**src/rtl/cg_pkg.sv**
```systemverilog
package cg_pkg;

  localparam int unsigned NPORT = 2;

  // Port index 0 is port A, index 1 is port B.
  // A port is untrustworthy when the opposite port wrote the shared word.
  function automatic logic [NPORT-1:0] route_busy(input logic we_a, input logic we_b);
    logic [NPORT-1:0] r;
    r[0] = we_b;
    r[1] = we_a;
    return r;
  endfunction

  // Same-word test with at least one writer.
  function automatic logic is_conflict(input logic en_a, input logic en_b,
                                       input logic we_a, input logic we_b,
                                       input logic addr_eq);
    return en_a & en_b & addr_eq & (we_a | we_b);
  endfunction

  // Captured bit: set by the first conflict, dropped by a read-back.
  function automatic logic next_captured(input logic cap, input logic hit, input logic rd);
    return (hit & ~cap) | (cap & ~rd);
  endfunction

endpackage

```
**src/rtl/cg_match.sv**
```systemverilog
module cg_match #(
  parameter int unsigned ADDR_W = 8
) (
  input  logic              a_en,
  input  logic              a_we,
  input  logic [ADDR_W-1:0] a_addr,
  input  logic              b_en,
  input  logic              b_we,
  input  logic [ADDR_W-1:0] b_addr,
  output logic              hit,
  output logic              flag_a,
  output logic              flag_b
);

  logic       same_word;
  logic [1:0] route;

  always_comb begin
    same_word = (a_addr == b_addr);
    hit       = cg_pkg::is_conflict(a_en, b_en, a_we, b_we, same_word);
    route     = cg_pkg::route_busy(a_we, b_we);
    flag_a    = hit & route[0];
    flag_b    = hit & route[1];
  end

endmodule

```
**src/rtl/cg_capture.sv**
```systemverilog
module cg_capture #(
  parameter int unsigned ADDR_W = 8
) (
  input  logic              clk,
  input  logic              rst,
  input  logic              hit,
  input  logic [ADDR_W-1:0] hit_addr,
  input  logic              rd_any,
  output logic              load,
  output logic              captured,
  output logic [ADDR_W-1:0] stored
);

  assign load = hit & ~captured;

  always_ff @(posedge clk) begin
    if (rst) begin
      captured <= 1'b0;
      stored   <= '0;
    end else begin
      captured <= cg_pkg::next_captured(captured, hit, rd_any);
      if (load) begin
        stored <= hit_addr;
      end
    end
  end

endmodule

```
**src/rtl/cg_readback.sv**
```systemverilog
module cg_readback #(
  parameter int unsigned ADDR_W = 8,
  parameter int unsigned RD_LAT = 2
) (
  input  logic              clk,
  input  logic              rst,
  input  logic              req,
  input  logic [ADDR_W-1:0] value,
  output logic              vld,
  output logic [ADDR_W-1:0] addr
);

  localparam int unsigned LAST = RD_LAT - 1;

  logic              v_q [RD_LAT];
  logic [ADDR_W-1:0] d_q [RD_LAT];

  always_ff @(posedge clk) begin
    if (rst) begin
      for (int s = 0; s < RD_LAT; s++) begin
        v_q[s] <= 1'b0;
        d_q[s] <= '0;
      end
    end else begin
      v_q[0] <= req;
      d_q[0] <= req ? value : '0;
      for (int s = 1; s < RD_LAT; s++) begin
        v_q[s] <= v_q[s-1];
        d_q[s] <= d_q[s-1];
      end
    end
  end

  assign vld  = v_q[LAST];
  assign addr = d_q[LAST];

endmodule

```
**src/rtl/dp_collision_guard.sv**
```systemverilog
module dp_collision_guard #(
  parameter int unsigned ADDR_W = 8,
  parameter int unsigned RD_LAT = 2
) (
  input  logic              clk,
  input  logic              rst,
  input  logic              a_en,
  input  logic              a_we,
  input  logic [ADDR_W-1:0] a_addr,
  input  logic              a_bsy_rd,
  input  logic              b_en,
  input  logic              b_we,
  input  logic [ADDR_W-1:0] b_addr,
  input  logic              b_bsy_rd,
  output logic              a_busy,
  output logic              a_rb_vld,
  output logic [ADDR_W-1:0] a_rb_addr,
  output logic              b_busy,
  output logic              b_rb_vld,
  output logic [ADDR_W-1:0] b_rb_addr
);

  localparam int unsigned NP = cg_pkg::NPORT;

  // Named internal events, observed by the bound checker.
  logic              hit_now;
  logic              flag_a_now;
  logic              flag_b_now;
  logic              load_now;
  logic              captured_q;
  logic [ADDR_W-1:0] stored_q;
  logic              rd_any;

  logic              req_w   [NP];
  logic              vld_w   [NP];
  logic [ADDR_W-1:0] rbaddr_w[NP];

  assign req_w[0] = a_bsy_rd;
  assign req_w[1] = b_bsy_rd;
  assign rd_any   = a_bsy_rd | b_bsy_rd;

  cg_match #(.ADDR_W(ADDR_W)) u_match (
    .a_en   (a_en),
    .a_we   (a_we),
    .a_addr (a_addr),
    .b_en   (b_en),
    .b_we   (b_we),
    .b_addr (b_addr),
    .hit    (hit_now),
    .flag_a (flag_a_now),
    .flag_b (flag_b_now)
  );

  // Conflicting address: both ports agree, port A's copy is taken.
  cg_capture #(.ADDR_W(ADDR_W)) u_capture (
    .clk      (clk),
    .rst      (rst),
    .hit      (hit_now),
    .hit_addr (a_addr),
    .rd_any   (rd_any),
    .load     (load_now),
    .captured (captured_q),
    .stored   (stored_q)
  );

  for (genvar p = 0; p < NP; p++) begin : g_port
    cg_readback #(.ADDR_W(ADDR_W), .RD_LAT(RD_LAT)) u_rb (
      .clk   (clk),
      .rst   (rst),
      .req   (req_w[p]),
      .value (stored_q),
      .vld   (vld_w[p]),
      .addr  (rbaddr_w[p])
    );
  end

  always_ff @(posedge clk) begin
    if (rst) begin
      a_busy <= 1'b0;
      b_busy <= 1'b0;
    end else begin
      a_busy <= flag_a_now;
      b_busy <= flag_b_now;
    end
  end

  assign a_rb_vld  = vld_w[0];
  assign a_rb_addr = rbaddr_w[0];
  assign b_rb_vld  = vld_w[1];
  assign b_rb_addr = rbaddr_w[1];

endmodule

```
**config.mk**
```make
export PLATFORM = sky130hd
export DESIGN_NAME = dp_collision_guard
export DESIGN_NICKNAME = d
export VERILOG_FILES = /design/src/rtl/cg_pkg.sv /design/src/rtl/cg_match.sv /design/src/rtl/cg_capture.sv /design/src/rtl/cg_readback.sv /design/src/rtl/dp_collision_guard.sv
export SDC_FILE = /design/constraint.sdc
export NUM_CORES = 1
export LEC_CHECK = 0
export ABC_AREA = 1
export BUFFER_PORTS_ARGS = -buffer_cell sky130_fd_sc_hd__buf_4
export CORE_MARGIN = 2
export CORE_UTILIZATION = 52
export CTS_CLUSTER_SIZE = 10
export DETAILED_ROUTE_END_ITERATION = 8
export PLACE_DENSITY = 0.78
export SLEW_MARGIN = 20
export SYNTH_ARGS = -nofsm -noshare
export SYNTH_HDL_FRONTEND = slang
export SYNTH_HIERARCHICAL = 1
export SYNTH_SLANG_ARGS = --single-unit
```
**constraint.sdc**
```tcl
create_clock -name clk -period 1.3 [get_ports clk]
set_input_delay 0.26 -clock clk [delete_from_list [all_inputs] [get_ports clk]]
set_output_delay 0.26 -clock clk [all_outputs]
set_load 0.005 [all_outputs]
```
* Word-level counts from Yosys, hierarchy flattened
Memory sizes are Yosys's and may differ from the RTL's.
Cells that the tools add are included.
** Word-level totals
- Word-level logic and storage cells :: 42
- Output and inout bits :: 20
- Input port bits :: 24
- Register bits :: 11
- RAM bits :: 36
- Memories :: 4
** Memories
- g_port[0].u_rb.d_q :: depth 2, bits a word 8, read ports 2, clocked after memory_dff 0, wr ports 2, RTL line cg_readback.sv:16 : logic [ADDR_W-1:0] d_q [RD_LAT];
- g_port[1].u_rb.d_q :: depth 2, bits a word 8, read ports 2, clocked after memory_dff 0, wr ports 2, RTL line cg_readback.sv:16
- g_port[0].u_rb.v_q :: depth 2, bits a word 1, read ports 2, clocked after memory_dff 0, wr ports 2, RTL line cg_readback.sv:15 : logic v_q [RD_LAT];
- g_port[1].u_rb.v_q :: depth 2, bits a word 1, read ports 2, clocked after memory_dff 0, wr ports 2, RTL line cg_readback.sv:15
** Cells by class
- Multiplexer cells :: 13
- Bitwise gates (word level) :: 20
- Equal/unequal tests :: 1
** Operator list (number)
- $mux W8 :: 6
- $or A1 B1 Y1 :: 11
- $eq A8 B8 Y1 :: 1
- $and A1 B1 Y1 :: 7
- $mux W1 :: 7
- $not A1 Y1 :: 2

* Longest topological paths before layout
Gate-level depths: netlist of the first run.
- Word-level depth :: 5
- Mapped depth :: 11
- Depth with buffers taken out :: 10

* Hierarchy
The synthesis of the first run kept the hierarchy.
** Modules (own cells, without submodules)
- cg_readback :: area an instance 619.3 µm², cells an instance 64, seq. area each 360.3 µm², times used 2
- cg_capture :: area an instance 390.4 µm², cells an instance 58, seq. area each 180.2 µm², times used 1
- cg_match :: area an instance 180.2 µm², cells an instance 41, seq. area each 0.0 µm², times used 1
- dp_collision_guard :: area an instance 66.3 µm², cells an instance 9, seq. area each 40.0 µm², times used 1

* Worst setup path before layout of the first run
Ideal clock, no wire load.
- Kind :: input to register
- From :: in b_addr[6]
- To :: reg u_capture.stored[0]
- Buffers on the path :: 1
- Data arrival time :: 1.134 ns
- Stages on the path :: 10
- Setup slack :: 0.102 ns
- Setup time :: 0.064 ns
- Required time :: 1.236 ns
- Cells stage by stage :: nor2_1 -> nor2_1 -> nor2_1 -> nand3_2 -> nor2_1 -> buf_6 -> inv_2 -> nor2_4 -> nor2_1 -> nor2_1
** Between the ends
- Longest elaborated chain between the ends :: 4
** RTL lines
- start: declaration :: RTL line dp_collision_guard.sv:13 : input logic [ADDR_W-1:0] b_addr,
- $eq A8 B8 Y1 :: RTL line cg_match.sv:19 : same_word = (a_addr == b_addr);
- $and A1 B1 Y1 (2 in series) :: RTL line cg_pkg.sv:18 : return en_a & en_b & addr_eq & (we_a | we_b);
- via hit_now :: RTL line dp_collision_guard.sv:26 : logic hit_now;
- $and A1 B1 Y1 :: RTL line cg_capture.sv:14 : assign load = hit & ~captured;
- via load_now :: RTL line dp_collision_guard.sv:29 : logic load_now;
- end signal: assignment :: RTL line cg_capture.sv:23 : stored <= hit_addr;
- end: declaration :: RTL line cg_capture.sv:11 : output logic [ADDR_W-1:0] stored
The timed path passes the listed nets, and every way through them passes these cells.
A chain may end at the register's enable or synchronous reset.

* Worst setup path after layout of the first run
- From :: in b_addr[6]
- To :: reg u_capture.stored[4]
The elaborated chain is that of the path after synthesis.

==> results_dict.tcl, run 1 <==
set metrics [dict create \
    outcome "finished clean" \
    cpMostUsedCell "nor2_1" \
    worstSetupStartpointType "primary input" \
    ir_drop_v 0.000409 \
    r2r-end "u_capture/stored[4]$_SDFFE_PP0P_" \
    synth.distinct_cells 17 \
    fillers 294 \
    finalCriticalPeriod_ns 1.05 \
    drtAntennaViolNets 0 \
    cts_tree "built" \
    drive_above_1_share_pct 32.0 \
    finalPower_uw 2270 \
    rsz0062_at_grt "false" \
    reg2reg_depth 4 \
    most-common-layout-cells "inv_1 (60), buf_4 (56), dfxtp_1 (47)" \
    final_common_cell "inv_1" \
    post_cts_resized 0 \
    critPathSlowestCell "buf_4" \
    drv_slew 0 \
    start_util_pct 55.3 \
    syn-num-nets 260 \
    clkSinkCount 47 \
    path_clk_slew_ns 0.12 \
    grt_max_degree 15 \
    num_rows 21 \
    cts_buffers 5 \
    crit_arrival_ns 1.34 \
    cts_root_buffer "clkbuf_4" \
    gp_congestion 0.721 \
    cts_buffer_depth 2 \
    clk_latency_ns 0.35 \
    antenna_found_initial 0 \
    areaGrowthSynthToFinish_pct 20.1 \
    cap_violations 0 \
    skew_ns 0.00506 \
    via_per_inst 3.98 \
    ctsHoldBuffers 0 \
    synth-seq-cells 47 \
    post_cts_buffers 0 \
    hp-class "primary input to flip-flop" \
    remaining_drc_errors 0 \
    path_class "primary input to flip-flop" \
    die_h_um 64.1 \
    die_area_mm2 0.00410 \
    grt-ovfl-total 0 \
    final_nets 304 \
    seq_power_share_pct 63.7 \
    cp-end-kind "flip-flop" \
    pin_count 44 \
    cp.depth 11 \
    switchingPower_uw 515 \
    reg2reg_from "u_capture/captured$_SDFF_PP0_" \
    whs_endpoint "g_port[1].u_rb/v_q[0][0]$_SDFF_PP0_" \
    min_from "b_bsy_rd" \
    rrSetupSlack_ns 0.46 \
    critPathRequiredTime_ns 1.59 \
    ys_warn_count 6 \
    tightest_slew_ns 0.219 \
    slew_headroom_pct 85.4 \
    grt_pass1_wl_um 4450 \
    crit_fanout 10 \
    vias 1301 \
    avgSynthCellArea_um2 7.95 \
    postRouteWirelength_um 2380 \
    final_cell_area_mm2 0.00225 \
    path_delay_family "simple AND/OR/NAND/NOR gates" \
    p_sw_share_pct 22.7 \
    finalCritPeriodShare_pct 81.0 \
    n_antenna_cell 0 \
    finalSetupViolCount 0 \
    clockPowerShare_pct 27.6 \
    max_stage_delay_ns 0.17 \
    hpwlAfterDp_um 1950 \
    path_cells "buf_4, nor2_1, nor2_1, nor2_1, nand3_2, nor2_1, buf_4, inv_2, nor2_4, nor2_1, nor2_1" \
    port_buffers 43 \
    p_int_uw 1760 \
    synthesis.area_mm2 0.00188 \
    grt_usage_pct 14.3 \
    drtPass1Iterations 5 \
    p_per_area_mw_per_mm2 1010 \
    die_w_um 64.1 \
    synth_cells 236 \
    placed_area_mm2 0.00220 \
    fmax_mhz 950 \
    drtIter0Drc 35 \
    cts.htree.levels 2 \
    power_leakage_uw 0.00104 \
    path_buf_inv 3 \
    hold_violations 0 \
    comb_power_share_pct 8.7 \
    startpoint "b_addr[6]" \
    min_path_cells 3 \
    grt_pass1_vias 1169 \
    core_mm2 0.00339 \
    routedWlPerCell_um 7.29 \
    ys_seq_area_share_pct 50.2 \
]
==> stage by stage <==
stage,setup WS [ns],hold slack (ns),std cells,TNS (ns),util [%]
finish,0.247,0.188,327,0,66.5
floorplan,0.102,0.329,236,0,-
global placement,-0.0879,0.392,319,-0.690,64.9
CTS,0.230,0.177,327,0,66.5
detailed placement,-0.139,0.392,319,-0.952,64.9
global route,0.0595,0.177,327,0,66.5
==> Yosys cell counts <==
master	number	area share, %
o21ai_1	1	0.27
inv_8	2	1.2
dfxtp_1	47	50
nor2_1	42	8.4
inv_2	3	0.60
buf_4	16	6.4
nor2_2	16	5.3
nand2_8	2	2.1
nand3_1	9	2.4
a21oi_1	1	0.27
inv_1	60	12
xnor2_1	2	0.93
nand3_2	1	0.53
nor2_4	3	1.8
nor3_1	2	0.53
nand2_1	26	5.2
buf_6	3	1.8
==> layout make-up <==
cell class / instances / area, µm² / share of cell area, %
multi-input cells: 105 / 522 / 23.2
flip-flops and latches: 47 / 941 / 41.8
clock buffers: 6 / 41.3 / 1.83
clock inverters: 2 / 12.5 / 0.555
repair buffers: 56 / 420 / 18.7
well taps: 46 / 57.6 / 2.55
inverters: 65 / 259 / 11.5
==> logic make-up after synthesis <==
group / count (synthesis) / share of synthesized area [%]
buffers and inverters: 84 / 22.0
xor gates and xnor gates: 2 / 0.934
DFF: 47 / 50.2
and+or+nand+nor: 101 / 26.4
AOI/OAI and AO/OA: 2 / 0.533
==> flip-flops by register name (all words and copies together) (netlist names) <==
| name | flops |
|---|---|
| a_busy | 1 |
| b_busy | 1 |
| g_port.u_rb/d_q | 32 |
| g_port.u_rb/v_q | 4 |
| u_capture/captured | 1 |
| u_capture/stored | 8 |
==> power groups by stage <==
stage	logic [µW]	clock network [µW]	registers (µW)
floorplan	97.6	0	1480
global placement	197	0	1480
detailed placement	200	0	1480
CTS	200	663	1450
global route	221	730	1450
finish	197	628	1450
==> worst register-to-register path, delay by kind of cell, from the launching register on <==
kind	cells	cell delay [ns]
buf+inv	1	0.11
flops	1	0.43
simple gates	3	0.25
==> routing by layer <==
| metal | wire length (µm) | track usage [%] | up-vias |
|---|---|---|---|
| li1 | - | - | 729 |
| met1 | 944 | 14.4 | 525 |
| met2 | 1220 | 25.8 | 40 |
| met3 | 144 | 3.35 | 7 |
| met4 | 77 | 9.78 | 0 |
| met5 | 0 | 0 | - |
==> worst max path at each step <==
stage	end	slack (ns)
floorplan	u_capture/stored[0]$_SDFFE_PP0P_	0.10
global placement	u_capture/stored[0]$_SDFFE_PP0P_	-0.09
detailed placement	u_capture/stored[4]$_SDFFE_PP0P_	-0.14
CTS	a_rb_addr[2]	0.23
global route	u_capture/stored[4]$_SDFFE_PP0P_	0.06
finish	u_capture/stored[4]$_SDFFE_PP0P_	0.25
No activity file was read; power rests on OpenSTA's default activity.
==> run 2: changes to the inputs <==
Settings changed: CORE_UTILIZATION 52 to 47, PLACE_DENSITY 0.78 to 0.74.
Clock period 1.3 ns to 0.8 ns, I/O delays scaled along.
==> run 2 against run 1 <==
Compared with the run above:
- the run now ends with setup timing left
- register-to-register slack worse by 0.53 ns
- sequential cell count did not move
- non-clock buffer count rose by 7
- global-route usage down 0.30 points
- hold slack worse by 0.051 ns
- combinational power increased by 120%
- final cell count rose by 2.8%
- via count rose by 5.9%
- die area increased by 10%
- sequential share of layout area shrank 5.1 points
- wire length up 26%
==> results_dict.tcl, run 2 (synthesized netlist as in run 1, its figures left out) <==
set metrics [dict create \
    drv_slew 0 \
    final_nets 311 \
    die_w_um 67.2 \
    clk_latency_ns 0.29 \
    core_mm2 0.00374 \
    hold_violations 0 \
    max_stage_delay_ns 0.19 \
    reg2reg_from "u_capture/captured$_SDFF_PP0_" \
    hp-class "primary input to flip-flop" \
    switchingPower_uw 935 \
    path_class "primary input to flip-flop" \
    tns_ns -3.10 \
    grt-ovfl-total 0 \
    crit_arrival_ns 1.18 \
    routedWlPerCell_um 8.93 \
    comb_power_share_pct 10.2 \
    layout.cells.non_filler 336 \
    drtPass1Iterations 4 \
    cts_root_buffer "clkbuf_8" \
    areaGrowthSynthToFinish_pct 38.0 \
    fillers 318 \
    startpoint "a_addr[2]" \
    pin_count 44 \
    num_rows 22 \
    drtAntennaViolNets 0 \
    n_antenna_cell 0 \
    gp_congestion 0.772 \
    crit_fanout 4 \
    hpwlAfterDp_um 1960 \
    grt_pass1_vias 1168 \
    grt_max_degree 19 \
    violations "setup timing" \
    clockPowerShare_pct 35.1 \
    largest_reg_flops 32 \
    die_area_mm2 0.00451 \
    p_int_uw 3360 \
    p_per_area_mw_per_mm2 1660 \
    rsz0062_at_grt "true" \
    port_buffers 43 \
    critPathSlowestCell "nor2_4" \
    grt_pass1_wl_um 4630 \
    top_register "g_port.u_rb/d_q" \
    drtIter0Drc 38 \
    dp.cells 321 \
    final_cell_area_mm2 0.00259 \
    die_h_um 67.2 \
    grt_usage_pct 14.0 \
    remaining_drc_errors 0 \
    path_clk_slew_ns 0.08 \
    worstSetupStartpointType "primary input" \
    reg2reg_depth 4 \
    reg.largest.list "g_port.u_rb/d_q x32, u_capture/stored x8, g_port.u_rb/v_q x4" \
    slew_headroom_pct 85.9 \
    critPathRequiredTime_ns 0.99 \
    finalSetupViolCount 31 \
    path_cells "buf_8, clkinv_8, nor2_2, nor2_1, nand3_2, nor2_4, buf_4, buf_6, nand3_1, nand2_1, nor2_1" \
    holdWs_ns 0.136 \
    multi_input_area_um2 619 \
    antenna_found_initial 0 \
    postRouteWirelength_um 3000 \
    tightest_slew_ns 0.211 \
    cpMostUsedCell "nor2_1" \
    via_per_inst 4.10 \
    most-common-layout-cells "inv_1 (52), dfxtp_1 (40), buf_4 (40)" \
    fmax_mhz 1010 \
    final_common_cell "inv_1" \
    cts_buffers 5 \
    seq_power_share_pct 54.7 \
    cts_buffer_depth 2 \
    min_path_cells 2 \
    drive_above_1_share_pct 47.2 \
    pre_cts_ws_ns -0.466 \
    start_util_pct 50.1 \
    cp-end-kind "flip-flop" \
    p_sw_share_pct 21.8 \
    cts.htree.levels 2 \
    finalCritPeriodShare_pct 123 \
    outcome "finished, violations left" \
    regArea_um2 950 \
    power_leakage_uw 0.00115 \
    ir_drop_v 0.000803 \
    fin_ws_ns -0.188 \
    cts_tree "built" \
    vias 1378 \
    placed_area_mm2 0.00223 \
    finalCriticalPeriod_ns 0.988 \
    clkSinkCount 47 \
    cap_violations 0 \
    skew_ns 0.00213 \
    min_from "rst" \
]
## run 2: worst paths after layout
path | slack [ns] | endpoint
worst max-delay path | -0.19 | u_capture/stored[6]$_SDFFE_PP0P_
worst min-delay path | 0.14 | u_capture/captured$_SDFF_PP0_
worst max register to register | -0.07 | u_capture/stored[4]$_SDFFE_PP0P_
worst min register to register | 0.40 | g_port[0].u_rb/d_q[0][15]$_SDFF_PP0_
## run 2: cell type report
class,instances,share of cell area (%)
flip-flops and latches,47,36.7
multi-input cells,105,23.9
repair buffers,63,22.1
inverters,65,11.0
clock buffers,7,3.72
well taps,48,2.32
clock inverters,1,0.290
## run 2: timing repair
item / CTS / global route
endpoints found under the setup margin: 29 / 31
buffers inserted: 1 / 5
cloned: 1 / 0
hold buffers: 0 / 0
pin swaps: 17 / 11
hold endpoints to repair: 0 / 0
resized for setup: 15 / 42
## run 2: metrics by stage
stage / power, µW / util, %
floorplan: 2570 / -
global placement: 2750 / 59.6
detailed placement: 2750 / 59.6
CTS: 4280 / 64.3
global route: 4480 / 69.2
finish: 4290 / 69.2
## run 2: worst max-delay path: cells and delay by family
| kind | cells | cell delay [ns] |
|---|---|---|
| AND/OR/NAND/NOR | 7 | 0.63 |
| buffers and inverters | 4 | 0.38 |
## run 2: metal layers
metal | wire (µm) | global-route usage [%] | share of wire (%) | vias up
met5 | 0 | 0 | 0 | -
met1 | 1120 | 13.5 | 37 | 577
li1 | - | - | - | 742
met4 | 102 | 8.67 | 3.4 | 0
met3 | 187 | 4.50 | 6.2 | 11
met2 | 1590 | 25.6 | 53 | 48
## run 2: power by group through the flow
stage	combinational [µW]	sequential, µW	clock [µW]
after floorplan	168	2410	0
after global placement	341	2410	0
after detailed placement	347	2410	0
after CTS	375	2350	1550
after global routing	476	2350	1650
final	437	2350	1510
==> run 3: changes to the inputs <==
Settings changed: SYNTH_HIERARCHICAL 1 to default.
==> run 3 against run 2 <==
Compared with the run above:
- the flow still finishes with violations (setup timing)
- final cell count stayed put
- final area is 0.19% higher
- hold slack worse by 0.079 ns
- worst setup slack better by 0.025 ns
- largest cell class unchanged
- first-iteration DRC count is 47% higher
- synthesized area is 3.5% lower
- synthesized cell count is 3.4% lower
- wire length is 7.1% higher
- global-route usage is 2.9 points higher
- critical path type unchanged
- clock power is 5% lower
- highest routed layer unchanged
- sequential share of layout area hardly changed
- clock-buffer cell count is 1 lower
- largest power group unchanged
==> results_dict.tcl, run 3 <==
set metrics [dict create \
    clkSinkCount 47 \
    drtIter0Drc 56 \
    ys_seq_area_share_pct 52.0 \
    die_area_mm2 0.00436 \
    drv_slew 0 \
    cap_violations 0 \
    finalCritPeriodShare_pct 120 \
    via_per_inst 4.25 \
    seq_power_share_pct 54.7 \
    path_class "primary input to flip-flop" \
    synth_most_common_cell "inv_1" \
    slew_headroom_pct 82.8 \
    path_clk_slew_ns 0.08 \
    postRouteWirelength_um 3220 \
    power_leakage_uw 0.00118 \
    netlist_top_cells_count "inv_1 (50), dfxtp_1 (47), nor2_1 (41)" \
    regArea_um2 951 \
    synth_area_leaders "dfxtp_1 (52%), inv_1 (10%), nor2_1 (8.5%)" \
    worstSetupStartpointType "primary input" \
    met1_usage_pct 15.5 \
    critPathRequiredTime_ns 0.99 \
    gp_congestion 0.785 \
    grt_pass1_wl_um 5500 \
    cts_root_buffer "clkbuf_8" \
    hpwlAfterDp_um 2100 \
    remaining_drc_errors 0 \
    switchingPower_uw 973 \
    grt_max_degree 19 \
    finalSetupViolCount 29 \
    die_w_um 66.0 \
    final_nets 311 \
    synthesis.area_mm2 0.00181 \
    routedWlPerCell_um 9.57 \
    drive_above_1_share_pct 44.4 \
    clockPowerShare_pct 33.6 \
    grt-ovfl-total 0 \
    busiest_layer "met2" \
    core_mm2 0.00369 \
    multi_input_area_um2 661 \
    final_common_cell "buf_4" \
    tns_ns -2.31 \
    final_cell_area_mm2 0.00259 \
    ctsHoldBuffers 0 \
    grt_usage_pct 16.9 \
    largest_reg_flops 32 \
    cp-end-kind "flip-flop" \
    drtAntennaViolNets 0 \
    synth.distinct_cells 24 \
    comb_power_share_pct 11.8 \
    vias 1429 \
    synthArstFlopShare_pct 0 \
    yosys.area.top_type "dfxtp_1" \
    synthFlopType "dfxtp_1" \
    rsz0062_at_grt "true" \
    synth-seq-cells 47 \
    p_sw_share_pct 22.7 \
    pin_count 44 \
    tightest_slew_ns 0.258 \
    hp-class "primary input to flip-flop" \
    p_per_area_mw_per_mm2 1650 \
    most-common-layout-cells "buf_4 (49), inv_1 (41), dfxtp_1 (41)" \
    fillers 289 \
    antenna_found_initial 0 \
    num_rows 22 \
    finalCriticalPeriod_ns 0.962 \
    synth_cells 228 \
    grt_pass1_vias 1364 \
    placed_area_mm2 0.00222 \
    cts_buffer_depth 2 \
    fmax_mhz 1040 \
    areaGrowthSynthToFinish_pct 43.4 \
    cts_buffers 5 \
    p_int_uw 3320 \
    ys_warn_count 0 \
    n_antenna_cell 0 \
    crit_arrival_ns 1.15 \
    ir_drop_v 0.000661 \
    cts.htree.levels 2 \
    port_buffers 43 \
    met2_usage_pct 32.6 \
    skew_ns 0.00559 \
    violations "setup timing" \
    reg.largest.list "g_port.u_rb.d_q x32, u_capture.stored x8, g_port.u_rb.v_q x4" \
    met3_usage_pct 4.43 \
    clk_latency_ns 0.29 \
    syn-num-nets 252 \
    start_util_pct 49.1 \
    drtPass1Iterations 4 \
    fin_ws_ns -0.162 \
    avgSynthCellArea_um2 7.94 \
    top_register "g_port.u_rb.d_q" \
    die_h_um 66.0 \
    hold_violations 0 \
    crit_fanout 6 \
    synth_top_area_share_pct 52.0 \
    outcome "finished, violations left" \
    synth_edf_count 0 \
    cts_tree "built" \
]
==> run 3: changes by cell type in the layout (fill, tap and decap cells not counted), moves of 6 or more <==
cell     delta
buf_4       +9
buf_6       -7
nand2_1     +7
nand4_1     +9
nand3_1     -6
nor2_2      -9
inv_1      -11
==> run 3: cell families (layout without fill, tap and decap cells) <==
family	after synthesis	after routing	synth area share (%)
flops	47	47	52.0
buf+inv	72	130	18.3
simple gates	104	106	27.5
compound gates	3	3	0.830
xor+xnor	2	2	1.38
==> run 3: routing by layer <==
metal,part of all wire (%),wire length [µm],vias to the layer above
li1,-,-,768
met1,37,1190,610
met2,55,1770,45
met3,5.5,176,6
met4,2.4,76,0
met5,0,0,-
==> run 3: power by group through the flow <==
stage               registers, µW  logic [µW]  clock network, µW
finish                       2350         505               1440
global route                 2350         551               1600
CTS                          2350         474               1480
detailed placement           2400         380                  0
global placement             2400         374                  0
floorplan                    2410         181                  0
==> run 3: layout make-up <==
| type | instances | area share [%] |
|---|---|---|
| inverter | 54 | 8.78 |
| timing repair buffer | 67 | 22.8 |
| sequential | 47 | 36.7 |
| clock inverter | 2 | 0.627 |
| timing repair inverter | 1 | 0.193 |
| multi-input combinational | 111 | 25.5 |
| tap | 48 | 2.32 |
| clock buffer | 6 | 3.18 |
==> run 3: final timing paths <==
path                                                           from                                   end  slack [ns]  cells after the start
worst max-delay path                                      b_addr[0]      u_capture.stored[3]$_SDFFE_PP0P_       -0.16                      8
worst min-delay path                                            rst         u_capture.captured$_SDFF_PP0_        0.06                      2
worst max register to register        u_capture.captured$_SDFF_PP0_      u_capture.stored[2]$_SDFFE_PP0P_       -0.07                      5
worst min register to register  g_port[1].u_rb.d_q[0][6]$_SDFF_PP0_  g_port[1].u_rb.d_q[0][14]$_SDFF_PP0_        0.40                      2
==> run 3: what timing repair did <==
action,4_1_cts,5_1_grt
cloned,3,0
setup endpoints to repair,29,30
pin swaps,26,6
gates resized for setup,39,21
buffers inserted,8,1
==> run 3: metrics by stage <==
stage	hold slack (ns)	std cells	total power (µW)	util (%)	setup slack, ns
2_1_floorplan	0.243	228	2590	-	-0.159
3_3_place_gp	0.366	316	2780	60.3	-0.395
3_5_place_dp	0.362	316	2780	60.3	-0.441
4_1_cts	0.0417	335	4300	68.4	-0.0917
5_1_grt	0.0356	336	4490	70.3	-0.188
6_report	0.0573	336	4290	70.3	-0.162
==> run 3: worst max-delay path, stage by stage <==
cell and delay [ns]:
buf_8 0.10, xnor2_4 0.16, nand2_2 0.08, nor2_4 0.25, buf_6 0.15, nand4_1 0.09
nand2_1 0.10, nor2_2 0.05
